**src/rtl/acap_pkg.sv**
```systemverilog
package acap_pkg;
  typedef enum logic {XF_IDLE, XF_BUSY} xfer_st_e;
  localparam int unsigned CAP_EN_BIT = 30;
endpackage

```
**src/rtl/acap_fifo.sv**
```systemverilog
module acap_fifo #(
  parameter int unsigned DW    = 24,
  parameter int unsigned DEPTH = 8,
  localparam int unsigned PW   = (DEPTH > 1) ? $clog2(DEPTH) : 1,
  localparam int unsigned CW   = $clog2(DEPTH + 1)
) (
  input  logic          clk_i,
  input  logic          rst_ni,
  input  logic          clr_i,
  input  logic          push_i,
  input  logic [DW-1:0] data_i,
  input  logic          pop_i,
  output logic [DW-1:0] data_o,
  output logic [CW-1:0] count_o,
  output logic          full_o
);
  logic [DW-1:0] mem_q [DEPTH];
  logic [PW-1:0] wr_q, rd_q;
  logic [CW-1:0] cnt_q;
  logic          do_push, do_pop;

  assign full_o  = (cnt_q == CW'(DEPTH));
  assign do_push = push_i && !full_o;
  assign do_pop  = pop_i && (cnt_q != '0);
  assign data_o  = mem_q[rd_q];
  assign count_o = cnt_q;

  function automatic logic [PW-1:0] inc_ptr(logic [PW-1:0] p);
    return (p == PW'(DEPTH - 1)) ? '0 : p + 1'b1;
  endfunction

  always_ff @(posedge clk_i or negedge rst_ni) begin
    if (!rst_ni) begin
      wr_q  <= '0;
      rd_q  <= '0;
      cnt_q <= '0;
    end else if (clr_i) begin
      wr_q  <= '0;
      rd_q  <= '0;
      cnt_q <= '0;
    end else begin
      if (do_push) wr_q <= inc_ptr(wr_q);
      if (do_pop)  rd_q <= inc_ptr(rd_q);
      case ({do_push, do_pop})
        2'b10:   cnt_q <= cnt_q + 1'b1;
        2'b01:   cnt_q <= cnt_q - 1'b1;
        default: cnt_q <= cnt_q;
      endcase
    end
  end

  // storage needs no reset
  always_ff @(posedge clk_i) begin
    if (do_push && !clr_i) mem_q[wr_q] <= data_i;
  end
endmodule

```
**src/rtl/acap_ptr.sv**
```systemverilog
module acap_ptr #(
  parameter int unsigned AW = 16
) (
  input  logic          clk_i,
  input  logic          rst_ni,
  input  logic          clr_i,
  input  logic          adv_i,
  input  logic [AW-1:0] base_i,
  input  logic [AW-1:0] size_i,
  output logic [AW-1:0] addr_o
);
  logic [AW-1:0] off_q;
  logic [AW:0]   off_inc;

  assign off_inc = {1'b0, off_q} + 1'b1;
  assign addr_o  = base_i + off_q;

  always_ff @(posedge clk_i or negedge rst_ni) begin
    if (!rst_ni)     off_q <= '0;
    else if (clr_i)  off_q <= '0;
    else if (adv_i)  off_q <= (off_inc >= {1'b0, size_i}) ? '0 : off_inc[AW-1:0];
  end
endmodule

```
**src/rtl/acap_ctrl.sv**
```systemverilog
module acap_ctrl
  import acap_pkg::*;
#(
  parameter int unsigned CW = 4
) (
  input  logic          clk_i,
  input  logic          rst_ni,
  input  logic          soft_rst_i,
  input  logic          cap_wr_i,
  input  logic          cap_val_i,
  input  logic [CW-1:0] count_i,
  input  logic [CW-1:0] thresh_i,
  input  logic          fire_i,
  output logic          busy_o,
  output logic [CW-1:0] len_o,
  output logic          last_o,
  output logic          cap_o,
  output logic          done_o
);
  xfer_st_e      st_q;
  logic [CW-1:0] len_q, left_q;
  logic          cap_q, fpend_q, fburst_q, done_q;
  logic          thr_hit;

  assign thr_hit = cap_q && (thresh_i != '0) && (count_i >= thresh_i);
  assign busy_o  = (st_q == XF_BUSY);
  assign len_o   = len_q;
  assign last_o  = busy_o && (left_q == CW'(1));
  assign cap_o   = cap_q;
  assign done_o  = done_q;

  always_ff @(posedge clk_i or negedge rst_ni) begin
    if (!rst_ni) begin
      st_q     <= XF_IDLE;
      len_q    <= '0;
      left_q   <= '0;
      cap_q    <= 1'b0;
      fpend_q  <= 1'b0;
      fburst_q <= 1'b0;
      done_q   <= 1'b0;
    end else if (soft_rst_i) begin
      st_q     <= XF_IDLE;
      len_q    <= '0;
      left_q   <= '0;
      cap_q    <= 1'b0;
      fpend_q  <= 1'b0;
      fburst_q <= 1'b0;
      done_q   <= 1'b0;
    end else begin
      unique case (st_q)
        XF_IDLE: begin
          if (fpend_q && count_i == '0) begin
            fpend_q <= 1'b0;
            done_q  <= 1'b1;
          end else if (fpend_q) begin
            // flush takes precedence over a threshold burst
            st_q     <= XF_BUSY;
            len_q    <= count_i;
            left_q   <= count_i;
            fburst_q <= 1'b1;
          end else if (thr_hit) begin
            st_q     <= XF_BUSY;
            len_q    <= thresh_i;
            left_q   <= thresh_i;
            fburst_q <= 1'b0;
          end
        end
        XF_BUSY: begin
          if (fire_i) begin
            left_q <= left_q - 1'b1;
            if (left_q == CW'(1)) begin
              st_q <= XF_IDLE;
              if (fburst_q) begin
                fpend_q <= 1'b0;
                done_q  <= 1'b1;
              end
            end
          end
        end
        default: st_q <= XF_IDLE;
      endcase
      if (cap_wr_i) begin
        cap_q <= cap_val_i;
        if (cap_q && !cap_val_i) fpend_q <= 1'b1;
        if (!cap_q && cap_val_i) done_q  <= 1'b0;
      end
    end
  end
endmodule

```
**src/rtl/acap_buf_ctrl.sv**
```systemverilog
module acap_buf_ctrl
  import acap_pkg::*;
#(
  parameter int unsigned DW    = 24,
  parameter int unsigned DEPTH = 8,
  parameter int unsigned AW    = 16,
  localparam int unsigned CW   = $clog2(DEPTH + 1)
) (
  input  logic          clk_i,
  input  logic          rst_ni,
  input  logic          soft_rst_i,
  input  logic          ctrl_wr_i,
  input  logic [31:0]   ctrl_wdata_i,
  input  logic [AW-1:0] base_i,
  input  logic [AW-1:0] size_i,
  input  logic [CW-1:0] thresh_i,
  input  logic          smp_valid_i,
  input  logic [DW-1:0] smp_data_i,
  output logic          smp_ready_o,
  output logic          mem_valid_o,
  input  logic          mem_ready_i,
  output logic [AW-1:0] mem_addr_o,
  output logic [DW-1:0] mem_data_o,
  output logic [CW-1:0] mem_len_o,
  output logic          mem_last_o,
  output logic          done_o
);
  logic [CW-1:0] fill;
  logic          full, cap_en, fire;

  assign fire        = mem_valid_o && mem_ready_i;
  assign smp_ready_o = cap_en && !full;

  acap_fifo #(.DW(DW), .DEPTH(DEPTH)) u_fifo (
    .clk_i   (clk_i),
    .rst_ni  (rst_ni),
    .clr_i   (soft_rst_i),
    .push_i  (smp_valid_i && smp_ready_o),
    .data_i  (smp_data_i),
    .pop_i   (fire),
    .data_o  (mem_data_o),
    .count_o (fill),
    .full_o  (full)
  );

  acap_ptr #(.AW(AW)) u_ptr (
    .clk_i   (clk_i),
    .rst_ni  (rst_ni),
    .clr_i   (soft_rst_i),
    .adv_i   (fire),
    .base_i  (base_i),
    .size_i  (size_i),
    .addr_o  (mem_addr_o)
  );

  acap_ctrl #(.CW(CW)) u_ctrl (
    .clk_i      (clk_i),
    .rst_ni     (rst_ni),
    .soft_rst_i (soft_rst_i),
    .cap_wr_i   (ctrl_wr_i),
    .cap_val_i  (ctrl_wdata_i[CAP_EN_BIT]),
    .count_i    (fill),
    .thresh_i   (thresh_i),
    .fire_i     (fire),
    .busy_o     (mem_valid_o),
    .len_o      (mem_len_o),
    .last_o     (mem_last_o),
    .cap_o      (cap_en),
    .done_o     (done_o)
  );
endmodule

```
**config.mk**
```make
export PLATFORM = sky130hd
export DESIGN_NAME = acap_buf_ctrl
export DESIGN_NICKNAME = d
export VERILOG_FILES = /design/src/rtl/acap_pkg.sv /design/src/rtl/acap_fifo.sv /design/src/rtl/acap_ptr.sv /design/src/rtl/acap_ctrl.sv /design/src/rtl/acap_buf_ctrl.sv
export SDC_FILE = /design/constraint.sdc
export NUM_CORES = 1
export LEC_CHECK = 0
export ABC_AREA = 1
export CORE_AREA = 2 2 154 141
export CTS_BUF_LIST = sky130_fd_sc_hd__clkbuf_16
export CTS_CLUSTER_SIZE = 16
export DETAILED_ROUTE_END_ITERATION = 10
export DIE_AREA = 0 0 156 143
export DONT_BUFFER_PORTS = 1
export PLACE_DENSITY = 0.75
export RECOVER_POWER = 50
export SYNTH_ARGS = -nofsm -noshare
export SYNTH_HDL_FRONTEND = slang
export SYNTH_HIERARCHICAL = 1
export SYNTH_SLANG_ARGS = --single-unit
```
**constraint.sdc**
```tcl
create_clock -name clk_i -period 3.1 [get_ports clk_i]
set_input_delay 0.155 -clock clk_i [delete_from_list [all_inputs] [get_ports clk_i]]
set_output_delay 0.155 -clock clk_i [all_outputs]
set_load 0.02 [all_outputs]
```
After elaboration in Yosys (flattened, before gate mapping)
Memory sizes are Yosys's and may differ from the RTL's.
Index checks and enable logic that the tools add are counted.
Widths: inputs -> output; s select.
- bits in registers: 39
- bits in writable memories: 192
- bits of input ports: 98
- output and inout bits: 48
- memories kept: 1
- add/subtract/negate cells: 7
- $lt $le $gt $ge: 2
- equal/unequal tests: 11
- multiplexer cells: 51
- bitwise gates (word level): 1
- reduce and logical (&&, ||, !) cells: 27
- memories (name ; words ; bits a word ; rd ports ; clocked after Yosys merged registers in ; wr ports ; line ; RTL):
    u_fifo.mem_q ; 8 ; 24 ; 1 ; 0 ; 1 ; acap_fifo.sv:17 ; logic [DW-1:0] mem_q [DEPTH];
- operators by type and width (kind ; count):
    $mux 16 ; 3
    $mux 4 ; 8
    $mux 1 ; 29
    $mux 3 ; 6
    $add 16x1->17 const B ; 1
    $ge 17x16->1 ; 1
    $add 16x16->16 ; 1
    $pmux 4 s2 ; 2
    $logic_and 1x1->1 ; 12
    $reduce_bool 2->1 ; 4
    $reduce_bool 4->1 ; 2
    $sub 4x1->4 const B ; 2
    $add 3x1->3 const B ; 2
    $eq 3x3->1 const B ; 2
    $ne 3x3->1 const B ; 2
    $pmux 1 s2 ; 3
    $reduce_and 3->1 ; 2
    $reduce_bool 3->1 ; 2
    $add 4x1->4 const B ; 1
    $eq 4x1->1 const B ; 1
    $eq 4x4->1 const B ; 1
    $ge 4x4->1 ; 1
    $logic_not 1->1 ; 4
    $logic_not 4->1 ; 1
    5 further kinds ; 6

Logic depth before layout (Yosys ltp)
Gate-level depths: netlist (run 1).
- depth after elaboration: 8
- mapped depth: 21
- gate-level depth less buffers: 20

By module
The synthesis (run 1) kept the hierarchy.
- modules (own cells, without submodules) (module ; instances ; cells an instance ; area an instance (sq um) ; sequential area each (sq um)):
    acap_fifo ; 1 ; 639 ; 8067.7 ; 6015.8
    acap_ptr ; 1 ; 334 ; 2242.2 ; 400.4
    acap_ctrl ; 1 ; 125 ; 910.9 ; 325.3
    acap_buf_ctrl ; 1 ; 7 ; 31.3 ; 0.0

Least setup slack after synthesis (run 1)
OpenSTA, ideal clock, no wires.
- path type: reg2reg
- start point: register u_fifo.cnt_q[0] (netlist: u_fifo/count_o[0])
- end point: memory u_fifo.mem_q[0][0], enable pin
- setup time: 0.405 ns
- arrival time: 2.347 ns
- required time: 2.695 ns
- setup slack: 0.348 ns
- cell stages (with the launch flop): 11
- path buffers: 0
- cell sequence: dfrtp_1 nor2_2 nand2_2 inv_1 inv_1 nand2_2 nor2_2 nand2_4 nor2_1 nand2_1 nor2_1
- word-level cells in the longest chain between the ends: 8
- RTL lines (what ; line ; RTL):
    start, declared ; acap_fifo.sv:19 ; logic [CW-1:0] cnt_q;
    start signal, assigned ; acap_fifo.sv:45 ; 2'b10: cnt_q <= cnt_q + 1'b1;
    start signal, assigned ; acap_fifo.sv:46 ; 2'b01: cnt_q <= cnt_q - 1'b1;
    start signal, assigned ; acap_fifo.sv:47 ; default: cnt_q <= cnt_q;
    $eq 4x4->1 (*) ; acap_fifo.sv:22 ; assign full_o = (cnt_q == CW'(DEPTH));
    net full ; acap_buf_ctrl.sv:29 ; logic full, cap_en, fire;
    $logic_not 1->1 (*) ; acap_fifo.sv:23, acap_buf_ctrl.sv:32 ;
    $logic_and 1x1->1 ; acap_buf_ctrl.sv:32 ; assign smp_ready_o = cap_en && !full;
    $logic_and 1x1->1 ; acap_buf_ctrl.sv:38 ; .push_i (smp_valid_i && smp_ready_o),
    $logic_and 1x1->1 (*) ; acap_fifo.sv:23 ; assign do_push = push_i && !full_o;
    $logic_and 1x1->1 (*) ; acap_fifo.sv:54 ; if (do_push && !clr_i) mem_q[wr_q] <= data_i;
    $mux 1 (*) ; acap_fifo.sv:54 ;
    $mux 1 (not written as such) (*) ; acap_fifo.sv:54 ;
    end, declared ; acap_fifo.sv:17 ;
The timed path passes the listed nets; every way through them passes the cells marked *.

Final worst setup path (run 1)
- start point: register u_ptr.off_q[0]
- end point: output port mem_addr_o[8]
- word-level cells in the longest chain between the ends: 1
- RTL lines (what ; line ; RTL):
    start, declared ; acap_ptr.sv:12 ; logic [AW-1:0] off_q;
    start signal, assigned ; acap_ptr.sv:21 ; else if (adv_i) off_q <= (off_inc >= {1'b0, size_i}) ? '0 : off_inc[AW-1:0];
    $add 16x16->16 ; acap_ptr.sv:16 ; assign addr_o = base_i + off_q;
    end, declared ; acap_buf_ctrl.sv:22 ; output logic [AW-1:0] mem_addr_o,
Every way passes these cells.

==> flow_results.org, run 1 <==
** Timing
- Setup violations remaining at the end of the flow were counted as 0.
- Between clock sinks in the finished design, the worst skew comes to roughly 0.022 ns.
- The count of final max-slew check failures came to 40.
- Minimum period implied by the final worst setup slack :: about 3 ns
- Measured against its own limit, the worst slew margin works out to -0.4322.
- Crit share post-route :: 0.9414
- Slew of the pin with the lowest slew margin :: 2.148 ns
- Setup repair after global routing left no endpoint under its margin.
- Final-report hold violation count :: 0
- Based on the critical path, the design can be clocked at up to 342.7 MHz.
- After routing, the total negative slack on setup checks comes to 0 ns.
- The worst path meets setup with 0.1817 ns of slack.

** Pwr
- Cell area power density :: ~510 mW/mm^2
- Internal power comes to 5.161 mW.
- Of the total power, registers draw 0.520.
- Power dissipated by switching net loads :: around 1.4 mW
- Summing internal, switching and leakage power gives 6.544 mW.
- Combinational power share :: 0.052
- Leakage power figure :: ~5.3 nW
- Fraction of power spent switching nets :: 0.2112
- Worst VDD drop :: 475.5 uV
- Clock share of power :: 0.428

** Clock tree
- The clock drives between 200 and 250 sinks.
- Number of buffers created by CTS :: 24
- The tree is rooted in a clkbuf_16.
- TritonCTS built the clock tree.
- For the worst-skew pair, the clock arrives at the later sink with an insertion delay of roughly 0.53 ns.
- Clock-pin slew was measured on the worst setup and hold paths at ~0.06 ns.
- No sink is reached through more buffers than the 3 on the longest clock path.
- Depth of the CTS H-tree :: 1

** Floorplanning
- The floorplan step defined a core boundary enclosing between 0.02 and 0.025 sq mm.
- In this run the core area contains 50 standard-cell rows.
- The floorplan step set the die height to between 100 and 150 microns.
- Area of the die :: ~0.022 sq mm
- For this configuration, the core starts out at a cell density of 0.5467.
- The floorplan step set the die width to approximately 160 microns.
- In this run the count of I/O pins placed on the die edge is between 100 and 150.

** Hold path
- The worst hold path passes through 4 cells.
- The worst hold path begins at soft_rst_i.
- The path class of the tightest hold or removal check is input port to flip-flop.
- The path with the worst hold slack has its endpoint at u_ptr/off_q[7]$_DFFE_PN0P_.

** Cells and area
- After routing the design area is 0.01288 sq mm.
- Signed area change from the synthesized netlist to the final layout :: 14.49%
- Final layout net count :: 1315
- Fraction of the core area covered by cells at the end of the flow :: 0.6259
- Share of cells above drive strength 1 :: 0.1045

** Critical path
- Category of the worst setup path launch point :: flip-flop
- Total stage count of the critical path :: 8
- Crit path cell chain :: buf_4, ha_1, inv_1, fa_1, o21ai_1, a21oi_1, o21ai_0, xor2_1
- The setup path with the least slack is of type flip-flop to output port.
- Timing startpoint of the critical path :: u_ptr/off_q[0]$_DFFE_PN0P_
- Cell at the slowest stage of the critical path :: xor2_1
- In this design, the largest share of critical-path delay is due to compound AO/OA/AOI/OAI gates.
- Element type at the critical path end :: output port
- Counting cells, the worst reg-to-reg path comes to 12.
- The largest single stage delay on the critical path is approximately 0.45 ns.
- Number of buffers and inverters on the critical path :: 2
- The setup check on the worst reg-to-reg path leaves a slack of 0.25 ns.
- Data arrival at the endpoint of the critical path :: between 2 and 3 ns
- In this run the worst path has a maximum fanout of 5.
- Endpoint of the lowest-slack register-to-register path :: u_fifo/mem_q[7][6]$_DFFE_PP_
- Data required time of the worst path :: roughly 3 ns
- Critical register-to-register path startpoint :: u_fifo/count_o[3]$_DFFE_PN0P_

** Synthesis
- Register area share after synthesis :: 0.5991
- Commonest register cell after synthesis :: edfxtp_1
- Share of synthesized registers carrying an async set or reset :: 0.1688
- Number of enable flip-flop cells after synthesis :: between 150 and 200
- Syn_nets :: between 1000 and 1500
- Netlist cell types :: 39
- Synthesized instance count :: approximately 1100
- Avg Inst Size Synth :: 10.18 sq um
- Of the post-synthesis cell area, the dominant cell type holds 0.5124.
- Cell with the most instances after synthesis :: nor2_1
- By area the synthesized netlist is led by edfxtp_1 51%, dfrtp_1 8.7%, nor2_1 6.9%.
- Leading post-synthesis cells by instance count :: 208 x nor2_1, 192 x edfxtp_1, 154 x nand2_1
- Mapped cell area :: approximately 0.011 sq mm
- In this run, synthesis produced a sequential element count of about 230.
- The biggest area contributor in the post-synthesis netlist is edfxtp_1.
- The Yosys step of the flow raised 6 warnings.

** Run
- The tool flagged a number of max-cap violations equal to 1.

** Routing
- After the first detailed-routing iteration, the DRC count stood at 650.
- In the routed design, unresolved DRC markers number 0.
- The first detailed-routing pass ran for 5 iterations.
- DRT antenna net count :: 0
- Dividing the detail-routed via count by the number of cells gives about 5.6.
- Detailed-route via count :: just over 8000
- Final wirelength :: 24.35 mm
- In the final routed layout, each cell accounts on average for approximately 17 microns.

** Global routing
- The first global-routing pass estimated approximately 40 mm of wire.
- Across every metal layer, demand over resource in global routing totals 0.2210.
- Via count of the first global-routing pass :: 7762
- Antenna violations before repair :: 1
- After global routing the overflow that remains totals 0.
- Entering global routing, the biggest net connects slightly below 100 pins.

** Run status
- Violations in the final reports :: capacitance limit, slew limit
- The flow ran to the end, but the final reports show violations.

** Placed design
- Input and output buffers added on the ports amount to 0.
- Area after DPL :: 0.01178 sq mm
- The wire-length estimate of the detail-placed layout is between 15 and 20 mm.
- Pre-CTS worst setup slack :: approximately 0.29 ns
- Final weighted congestion in routability-driven placement :: 0.8500
layer usage:
| layer | share of wire | wire [microns] | GRT usage |
|---|---|---|---|
| met1 | 0.44 | 10810 | 0.3059 |
| met4 | 0.017 | 418 | 0.05601 |
| met3 | 0.064 | 1559 | 0.03642 |
| met5 | 0 | 0 | 0 |
| met2 | 0.47 | 11550 | 0.3677 |
placed cells by master, fill, tap and decap left out, types with 2 or more instances in the layout:
cell / instances
nor2_1: 201
edfxtp_1: 192
nand2_1: 158
o21ai_0: 109
inv_1: 94
buf_4: 48
ha_1: 44
nand3_1: 40
dfrtp_1: 38
dlygate4sd3_1: 31
a21oi_1: 27
a31oi_1: 26
clkbuf_16: 24
o22ai_1: 24
xor2_1: 21
nor2_2: 11
o21ai_1: 10
nand3_2: 10
nor3_1: 9
nand4_1: 9
xnor2_1: 6
clkinv_2: 5
clkinv_1: 5
nand3b_1: 5
o21bai_1: 5
buf_12: 4
nor2_4: 4
bufinv_16: 3
inv_2: 3
nand2_4: 3
nand2_2: 3
o21a_1: 2
a21o_1: 2
final cells by class:
class	count	area (sq um)
fill	1592	7700
tap	260	325.3
multi-input combinational	736	3920
clock buffer	24	600.6
sequential	231	6743
inverter	95	357.8
timing repair buffer	84	754.5
antenna	1	2.502
clock inverter	17	178.9
power by group through the flow:
stage | Sequential, mW | Combinational [mW] | Clock [mW]
after floorplan | 3.47 | 0.206 | 0
after global placement | 3.47 | 0.260 | 0
after detailed placement | 3.47 | 0.267 | 0
after CTS | 3.40 | 0.346 | 2.84
after global routing | 3.41 | 0.385 | 2.94
final | 3.40 | 0.342 | 2.80
flip-flops by register name, indices dropped and copies added (netlist names), 3 cells and up:
| register | flops |
|---|---|
| u_fifo/rd_q | 3 |
| u_ctrl/left_q | 4 |
| u_fifo/mem_q | 192 |
| u_ptr/off_q | 16 |
| u_fifo/count_o | 4 |
| u_ctrl/len_o | 4 |
| u_fifo/wr_q | 3 |
how the worst max path moves through the flow:
stage,endpoint,slack (ns)
after floorplan,u_fifo/mem_q[0][0]$_DFFE_PP_,0.35
after global placement,u_ptr/off_q[4]$_DFFE_PN0P_,0.33
after detailed placement,u_ptr/off_q[5]$_DFFE_PN0P_,0.29
after CTS,mem_addr_o[8],0.08
after global routing,u_fifo/mem_q[7][6]$_DFFE_PP_,0.05
final,mem_addr_o[8],0.18
repair_timing:
action | in CTS | in global routing
hold buffers | 32 | 0
setup endpoints to repair | 0 | 19
buffers inserted | 0 | 2
hold endpoints to repair | 256 | 0
gates resized for setup | 0 | 1
stage by stage:
step                hold slack [ns]  std cells
floorplan                   -0.1406       1105
global placement            -0.1385       1372
detailed placement          -0.1382       1372
CTS                         0.01990       1445
global route                0.02779       1448
finish                      0.02900       1448
logic make-up after synthesis:
logic type,after synthesis,share of synthesized area
buf+inv,138,0.05215
xor+xnor,27,0.02102
flops,231,0.5991
compound gates,207,0.1012
fa+ha+maj,45,0.05071
simple gates,457,0.1758
worst register-to-register path, cell delays in order, from the launching register on:
cell and delay (ns):
dfrtp_1 0.46, inv_1 0.11, nor2_1 0.05, nand2_1 0.16
inv_1 0.06, inv_1 0.06, nand2_1 0.07, nor2_1 0.33
nand2_4 0.13, nor2_1 0.25, nand2_1 0.23, nor2_2 0.40
buf_4 0.25
No activity file was read; power rests on OpenSTA's default activity.
==> run 2, diff against run 1 <==
--- a/config.mk
+++ b/config.mk
@@ -14,6 +14,7 @@
 export DONT_BUFFER_PORTS = 1
 export PLACE_DENSITY = 0.75
 export RECOVER_POWER = 50
+export REMOVE_ABC_BUFFERS = 1
 export SYNTH_ARGS = -nofsm -noshare
 export SYNTH_HDL_FRONTEND = slang
 export SYNTH_HIERARCHICAL = 1
==> run 2 against run 1 <==
Effect of this change: sequential cell count is the same; sequential share of layout area is 0.38 points higher; core utilization down 0.44 points; routed wire length grew 4.2%; setup slack gained 0.059 ns; the run still ends with capacitance limit, slew limit left; final cell count stayed put; count of clock-buffer cells in the layout stayed put; sequential power hardly changed; combinational power barely moved; largest cell class unchanged; clock skew is 0.013 ns lower; largest power group unchanged.
==> flow_results.org, run 2 (synthesis results as in run 1) <==
** Critical path
- The most critical setup path has its startpoint at u_ptr/off_q[0]$_DFFE_PN0P_.
- Crit path cell chain :: ha_1, inv_1, fa_1, o21ai_1, a21oi_1, o21ai_0, xor2_1
- Along the worst path, the maximum fanout reaches 6.
- The cell family contributing the most delay on the critical path is compound AO/OA/AOI/OAI gates.
- Element type at the critical path end :: output port
- The critical path runs through a total of 7 cells.
- The worst register-to-register path begins at u_ptr/off_q[0]$_DFFE_PN0P_.
- The worst setup path is launched from a flip-flop.
- Setup Crit Path Kind :: flip-flop to output port
- Endpoint of the lowest-slack register-to-register path :: u_ptr/off_q[3]$_DFFE_PN0P_
- At the worst endpoint, the arrival time is around 2.7 ns.
- Cell at the slowest stage of the critical path :: xor2_1
- Number of buffers and inverters on the critical path :: 1
- Worst setup path endpoint :: mem_addr_o[8]
- Delay of the slowest critical-path stage :: roughly 0.44 ns
- Reg-to-reg slack, setup :: around 0.34 ns
- Worst reg-to-reg path cell count :: 19
- Data required time of the worst path :: 2.94 ns

** Placed design
- The congestion estimate from routability-driven global placement came to 0.8831.
- After legalization and detailed placement, the total HPWL measured 15.78 mm.
- Area after DPL :: around 0.012 sq mm
- Input and output buffers added on the ports amount to 0.

** Clock tree
- In this run the deepest clock path goes through 3 buffers.
- Clock latency on the worst-skew pair :: 0.52 ns
- Buffers inserted during post-CTS setup optimization :: 0
- Sinks on Clock Net :: ~230
- Clock-pin slew on the worst setup and hold paths :: 0.06 ns
- TritonCTS built the clock tree.
- CTS built an H-tree with a depth of 1.
- Number of buffers created by CTS :: 24
- Root Buffer :: clkbuf_16

** Global routing
- Gr ovfl total :: 0
- Maximum number of pins on one net before global-route repair :: between 90 and 100
- The number of antenna violations at the first check in global routing is 1.
- Across every metal layer, demand over resource in global routing totals 0.2270.
- The number of global-route vias before repair is just under 8000.
- First-pass GRT wire length :: ~40 mm

** Cells and area
- Fill cell total of the finished layout :: 1640
- In the final layout, the registers with the most flip-flops are u_fifo/mem_q (192), u_ptr/off_q (16).
- Share of cells above drive strength 1 :: 0.1028
- Most flops, register :: u_fifo/mem_q
- Measured on the finished design, the core utilization comes to 0.6215.
- Final layout net count :: around 1300
- Across the whole layout, storage elements account for ~0.0067 sq mm.
- The area growth from synthesis to layout is 13.68%.
- With fillers left out, the area of the finished cells amounts to about 0.013 sq mm.
- The top cell types in the final layout, fill and taps aside, are 202 x nor2_1, 192 x edfxtp_1, 157 x nand2_1, 109 x o21ai_0, 97 x inv_1.
- Summing all multi-input logic gate instances after layout gives around 0.0039 sq mm.
- Commonest non-fill, non-tap cell in the layout :: nor2_1
- Flip-flop count of the largest register after layout :: about 190

** Timing
- Setup repair after global routing left no endpoint under its margin.
- The count of final max-slew check failures is 40.
- Max transition margin :: -0.4973
- For the pin with the worst max-slew slack, the measured transition is ~2.2 ns.
- Adding up every negative setup slack in the final design gives 0 ns.
- Final-report hold violation count :: 0
- Setup violations remaining at the end of the flow were counted as 0.
- Minimum period implied by the final worst setup slack :: roughly 2.9 ns
- Maximum operating frequency :: 349.7 MHz
- Dividing the final minimum period by the clock period gives 0.9225.
- Final setup skew :: ~0.009 ns

** Floorplanning
- FP Rows :: 50
- The die is around 160 microns wide.
- Die span in y :: approximately 140 microns
- Floorplan Core Area :: 0.02058 sq mm
- I/O pin count :: ~150
- The die covers 0.02231 sq mm.
- For this configuration, the core starts out at a cell density of 0.5467.

** Hold path
- Hold crit path type :: input port to flip-flop

** Routing
- Vias per Instance :: about 5.6
- Count of TritonRoute iterations in the first routing pass :: 5
- In this run the remaining antenna-violating nets after routing total 0.
- Number of DRC violations after detailed-routing iteration 0 :: 579
- After detailed routing, the number of remaining DRC violations is 0.
- After detailed routing, the average wire length per cell comes to 17.52 microns.
- After detailed routing, the total wire length is ~25 mm.
- The routed layout has between 8000 and 9000 vias.

** Run
- Number of max-capacitance violations reported :: 1

** Run status
- Outcome :: finished with violations
- The final reports fail on capacitance limit, slew limit.

** Pwr
- Cell area power density :: 497.1 mW/mm^2
- The design draws ~6.4 mW.
- Worst VDD drop :: around 350 uV
- Leakage power figure :: 5.294 nW
[run 2: changes by cell type in the layout (fill, tap and decap cells not counted), sizes merged]
| cell | change |
|---|---|
| buf | -1 |
| clkbuf | +1 |
| dlygate4sd3 | +1 |
| clkinv | -2 |
| inv | +3 |
| bufinv | -2 |
[run 2: how the worst min path moves through the flow]
| stage | start | endpoint | cells past startpoint |
|---|---|---|---|
| after detailed placement | rst_ni | u_ctrl/left_q[1]$_DFFE_PN0P_ | 0 |
| after global routing | soft_rst_i | u_ptr/off_q[6]$_DFFE_PN0P_ | 4 |
| after CTS | soft_rst_i | u_ptr/off_q[7]$_DFFE_PN0P_ | 4 |
| after floorplan | rst_ni | u_ctrl/busy_o$_DFF_PN0_ | 0 |
| after global placement | rst_ni | u_ctrl/left_q[1]$_DFFE_PN0P_ | 0 |
| final | soft_rst_i | u_ptr/off_q[7]$_DFFE_PN0P_ | 4 |
[run 2: cell type report]
type                       instances  area share
sequential                       231      0.5272
multi-input combinational        736      0.3065
timing repair buffer              85     0.05752
clock buffer                      24     0.04695
inverter                          95     0.02798
tap                              260     0.02543
clock inverter                    16    0.008217
antenna                            1   0.0001956
[run 2: metrics by stage]
step / hold slack, ns / cells / setup WS [ns]
after floorplan: -0.1406 / 1062 / -0.6524
after global placement: -0.1399 / 1374 / 0.3881
after detailed placement: -0.1401 / 1374 / 0.3100
after CTS: 0.007763 / 1447 / 0.03843
after global routing: 0.02483 / 1448 / 0.07488
final: 0.02420 / 1448 / 0.2404
[run 2: what timing repair did]
| item | CTS | global route |
|---|---|---|
| gates resized for setup | 0 | 2 |
| hold buffers | 33 | 0 |
| hold endpoints to repair | 262 | 0 |
| endpoints found under the setup margin | 0 | 4 |
[run 2: where the power goes]
group,internal [mW],switching (mW)
registers,3.39,0.0220
logic,0.116,0.228
clock network,1.48,1.13
[run 2: worst register-to-register path: cells and delay by family, from the launching register on]
kind	cells	cell delay [ns]
flip-flops	1	0.43
adder cells (fa/ha/maj)	2	0.51
AO/OA/AOI/OAI	1	0.08
AND/OR/NAND/NOR	14	1.29
buffers and inverters	1	0.16
XOR/XNOR	1	0.26
[run 2: per-layer routing]
metal | vias up | share of wire | GRT usage
li1 | 3944 | - | -
met5 | - | 0 | 0
met3 | 45 | 0.045 | 0.02944
met4 | 0 | 0.024 | 0.06712
met1 | 3889 | 0.45 | 0.3142
met2 | 223 | 0.48 | 0.3791
